File: src/rtl/ats_pkg.sv
package ats_pkg;
  typedef enum logic [1:0] {
    PH_IDLE  = 2'd0,
    PH_TRACK = 2'd1,
    PH_CONV  = 2'd2,
    PH_DONE  = 2'd3
  } phase_e;
endpackage

File: src/rtl/ats_track_decode.sv
module ats_track_decode #(
  parameter int FIELD_W    = 4,
  parameter int CNT_W      = 6,
  parameter int MIN_TRK    = 6,
  parameter int EXT_SCALE  = 4,
  parameter int EXT_OFFSET = 10
) (
  input  logic [FIELD_W-1:0] field,
  input  logic               ext,
  output logic [CNT_W-1:0]   cycles
);
  int raw;

  always_comb begin
    if (ext) raw = EXT_SCALE * (int'(field) + 1) - EXT_OFFSET;
    else     raw = int'(field) + 1;
    if (raw < MIN_TRK) raw = MIN_TRK;
    cycles = CNT_W'(raw);
  end
endmodule

File: src/rtl/ats_phase_seq.sv
module ats_phase_seq
  import ats_pkg::*;
#(
  parameter int CNT_W    = 6,
  parameter int CONV_CYC = 14
) (
  input  logic             clk,
  input  logic             rst,
  input  logic             start,
  input  logic [CNT_W-1:0] trk_load,
  output logic             track_en,
  output logic             conv_busy,
  output logic             done,
  output logic [CNT_W-1:0] trk_cycles
);
  localparam logic [CNT_W-1:0] ONE      = CNT_W'(1);
  localparam logic [CNT_W-1:0] CONV_TOP = CNT_W'(CONV_CYC - 1);

  phase_e           phase;
  logic [CNT_W-1:0] remain;
  logic             last;

  assign last = (remain == '0);

  always_ff @(posedge clk) begin
    if (rst) begin
      phase      <= PH_IDLE;
      remain     <= '0;
      trk_cycles <= '0;
    end else begin
      unique case (phase)
        PH_IDLE: if (start) begin
          phase      <= PH_TRACK;
          remain     <= trk_load - ONE;
          trk_cycles <= trk_load;
        end
        PH_TRACK: if (last) begin
          phase  <= PH_CONV;
          remain <= CONV_TOP;
        end else begin
          remain <= remain - ONE;
        end
        PH_CONV: if (last) phase <= PH_DONE;
                 else      remain <= remain - ONE;
        PH_DONE: phase <= PH_IDLE;
        default: phase <= PH_IDLE;
      endcase
    end
  end

  assign track_en  = (phase == PH_TRACK);
  assign conv_busy = (phase == PH_CONV);
  assign done      = (phase == PH_DONE);
endmodule

File: src/rtl/ats_seq_top.sv
module ats_seq_top #(
  parameter int FIELD_W    = 4,
  parameter int MIN_TRK    = 6,
  parameter int EXT_SCALE  = 4,
  parameter int EXT_OFFSET = 10,
  parameter int CONV_CYC   = 14,
  localparam int MAX_TRK   = EXT_SCALE * (2 ** FIELD_W) - EXT_OFFSET,
  localparam int TOP_CNT   = (MAX_TRK > CONV_CYC) ? MAX_TRK : CONV_CYC,
  localparam int CNT_W     = $clog2(TOP_CNT + 1)
) (
  input  logic               clk,
  input  logic               rst,
  input  logic               start,
  input  logic [FIELD_W-1:0] trk_field,
  input  logic               trk_ext,
  output logic               track_en,
  output logic               conv_busy,
  output logic               done,
  output logic [CNT_W-1:0]   trk_cycles
);
  logic [CNT_W-1:0] trk_load;

  ats_track_decode #(
    .FIELD_W(FIELD_W), .CNT_W(CNT_W), .MIN_TRK(MIN_TRK),
    .EXT_SCALE(EXT_SCALE), .EXT_OFFSET(EXT_OFFSET)
  ) u_decode (
    .field (trk_field),
    .ext   (trk_ext),
    .cycles(trk_load)
  );

  ats_phase_seq #(.CNT_W(CNT_W), .CONV_CYC(CONV_CYC)) u_seq (
    .clk       (clk),
    .rst       (rst),
    .start     (start),
    .trk_load  (trk_load),
    .track_en  (track_en),
    .conv_busy (conv_busy),
    .done      (done),
    .trk_cycles(trk_cycles)
  );
endmodule

File: config.mk
export PLATFORM = sky130hd
export DESIGN_NAME = ats_seq_top
export DESIGN_NICKNAME = d
export VERILOG_FILES = /design/src/rtl/ats_pkg.sv /design/src/rtl/ats_track_decode.sv /design/src/rtl/ats_phase_seq.sv /design/src/rtl/ats_seq_top.sv
export SDC_FILE = /design/constraint.sdc
export NUM_CORES = 1
export LEC_CHECK = 0
export CORE_UTILIZATION = 56
export CTS_CLUSTER_SIZE = 24
export DETAILED_ROUTE_END_ITERATION = 7
export DONT_BUFFER_PORTS = 1
export PLACE_DENSITY = 0.74
export SYNTH_ARGS = -nofsm -noshare
export SYNTH_HDL_FRONTEND = slang
export SYNTH_SLANG_ARGS = --single-unit
File: constraint.sdc
create_clock -name clk -period 2.4 [get_ports clk]
set_input_delay 0.12 -clock clk [delete_from_list [all_inputs] [get_ports clk]]
set_output_delay 0.12 -clock clk [all_outputs]
set_load 0.01 [all_outputs]
==> run summary <==
CTS tree -> built
Post-route cell area -> 0.00126 mm²
Final HPWL DP -> 2.05 mm
Tightest Hold Check Type -> in -> reg
Max-slew violations -> 0
Synth cell types -> 44
FF+latch count, synth -> 14
I/O Pins -> 17
Via density -> 6.20
Area delta synth->final -> 6.46%
Setup Skew -> 0.00262 ns
Total CTS buffers -> 3
NumNets Final -> 165
RePlAce Congestion -> 0.876
Total congestion overflow -> 0
H-tree levels -> 1
Routed Antenna Nets -> 0
Post-synth EDFFs -> 0
Post-synthesis sequential area ratio -> 23.7%
Clk buf depth -> 2
Post-Syn Nets -> 160
Cells after synthesis -> 143
Tcrit/Tclk final -> 86.6%
RSZ-0062 raised after global routing -> no
Final WS setup -> 0.321 ns
Starting DRT DRC Count -> 42
Synth area leaders -> dfxtp_1 24%, ha_1 9.5%, a21oi_1 4.2%, o31ai_1 3.8%, a211oi_1 3.2%
Initial antenna violation count -> 0
Top_reg_cell synth -> dfxtp_1
Hold Vio Cnt, Final -> 0
# setup viols final -> 0
Post_cts resized -> 0
FP Rows -> 16
Crit-path cells -> inv_1 > ha_1 > o31a_1 > and3_1 > or3_4 > ha_1 > or2_2 > o311a_1 > a211oi_1
CP arrival -> 2.29 ns
Slew margin rel. -> 63.7%
Port bufs -> 0
Async SR Flop Fraction -> 0%
Most instantiated library cell after synthesis -> dfxtp_1
Synth Warn # -> 0
Filler cell count -> 174
All-Layer GR Usage -> 24.5%
Starting Density -> 59.7%
Core Region -> 0.00198 mm²
Max Fclk -> 481 MHz
CP required -> 2.61 ns
Setup crit start kind -> input pin
Clock root buffer -> clkbuf_4
DR pass1 iterations -> 4
Mean Syn Cell Area -> 8.27 µm²
Post-synth top cells -> 14 x dfxtp_1, 10 x a21oi_1, 9 x ha_1, 9 x inv_1, 9 x nand2_1
Met3 usage -> 9.06%
GR met2 Demand/Resource -> 43.0%
Worst-Skew Late Latency -> 0.29 ns
Worst-margin pin slew -> 0.539 ns
Via Count -> 1079
Vias in the first global route -> 892
Max IR drop VDD -> 0.626 mV
First-pass GRT wire length -> 3.89 mm
CP endpoint kind -> flop
Top cell type's share of synthesized area -> 23.7%
Post-DP Area -> 0.00121 mm²
Ant. Diodes -> 0
Worst-path clk slew -> 0.09 ns
Crit-path slowest cell -> or3_4
Most Crowded Layer GR -> met2
Maxcap violations -> 0
Status -> finished, final reports clean
Place WS -> 0.0124 ns
Setup TNS -> 0 ns
Synth Cell Area -> 0.00118 mm²
Worst Path Class, Setup -> in -> reg
Largest net degree at the start of global routing -> 16
Critical path's most frequent cell -> ha_1
Layout cells sized above 1 -> 12.2%
Met1 Usage GRT -> 28.3%
Die area -> 0.00230 mm²
DRC Markers -> 0
Util after Layout -> 63.5%
Pleak -> 0.478 nW
CP Max Fanout -> 9
Slowest stage delay, CP -> 0.35 ns
Wire length per cell -> 15.3 µm
Leading area contributor after synthesis -> dfxtp_1
R2r setup slk -> 0.34 ns
Power Density -> 1100 mW/mm²
Die Height -> 48.0 µm
Post-Route WL -> 2.66 mm
Min Tclk post-route -> 2.08 ns
TritonCTS Sinks -> 14
Die Width -> 48.0 µm
registers in the layout (all words and copies together) (netlist names):
signal and cells:
u_seq.phase 2, u_seq.remain 6, u_seq.trk_cycles 6
layer usage:
| layer | vias up | wire length [µm] |
|---|---|---|
| met1 | 498 | 1180 |
| li1 | 544 | - |
| met3 | 2 | 171 |
| met4 | 0 | 14 |
| met2 | 35 | 1300 |
| met5 | - | 0 |
repair_timing:
item / in CTS / in global routing
buffers inserted: 0 / 0
endpoints found under the hold margin: 11 / 0
hold buffers: 1 / 0
area by class of cell:
cell class              count  area, µm²  area share [%]
multi-input cells         114        827            65.7
flip-flops and latches     14        280            22.3
repair buffers              6       47.5            3.78
clock buffers               4       36.3            2.88
inverters                   9       33.8            2.68
well taps                  27       33.8            2.68
where the power goes:
group | internal (W) | switching (W)
Combinational | 0.000338 | 0.000485
Clock | 0.0000926 | 0.0000879
Sequential | 0.000307 | 0.0000741
cell families (layout without fill, tap and decap cells):
family          after synthesis  after routing  share of synthesized area [%]
compound gates               46             46                           28.1
xor+xnor                      7              7                           6.35
fa+ha+maj                     9              9                           9.52
buf+inv                      15             19                           6.35
flops                        14             14                           23.7
mux                           3              3                           2.54
simple gates                 49             49                           23.4
worst max-delay path, delay by kind of cell:
family	cells	cell delay [ns]
AOI/OAI and AO/OA	3	0.67
and+or+nand+nor	3	0.85
buffers and inverters	1	0.04
adders and majority gates	2	0.60
cell usage in the layout (no fill, tap or decap), types with 4 or more instances in the layout:
cell	instances
dfxtp_1	14
a21oi_1	10
inv_1	9
nand2_1	9
ha_1	9
nor2_1	8
o21ai_0	7
nor3_1	6
o31ai_1	6
a211oi_1	5
buf_4	5
nand3_1	4
xnor2_1	4
metrics by stage:
step / total power, W / std cells / hold WS, ns
6_report: 0.00139 / 174 / 0.0258
3_5_place_dp: 0.00120 / 169 / 0.192
3_3_place_gp: 0.00116 / 169 / 0.190
5_1_grt: 0.00150 / 174 / 0.0406
2_1_floorplan: 0.00103 / 143 / 0.282
4_1_cts: 0.00138 / 174 / 0.0282
path summary, 6_finish.rpt:
check | end | cells past startpoint | startpoint
worst max-delay path | u_seq.remain[1] | 9 | trk_field[0]
worst min-delay path | u_seq.trk_cycles[0] | 2 | trk_field[0]
worst max register to register | u_seq.remain[3] | 7 | u_seq.remain[0]
worst min register to register | u_seq.trk_cycles[5] | 2 | u_seq.trk_cycles[5]
(Power assumes the default switching activity.)
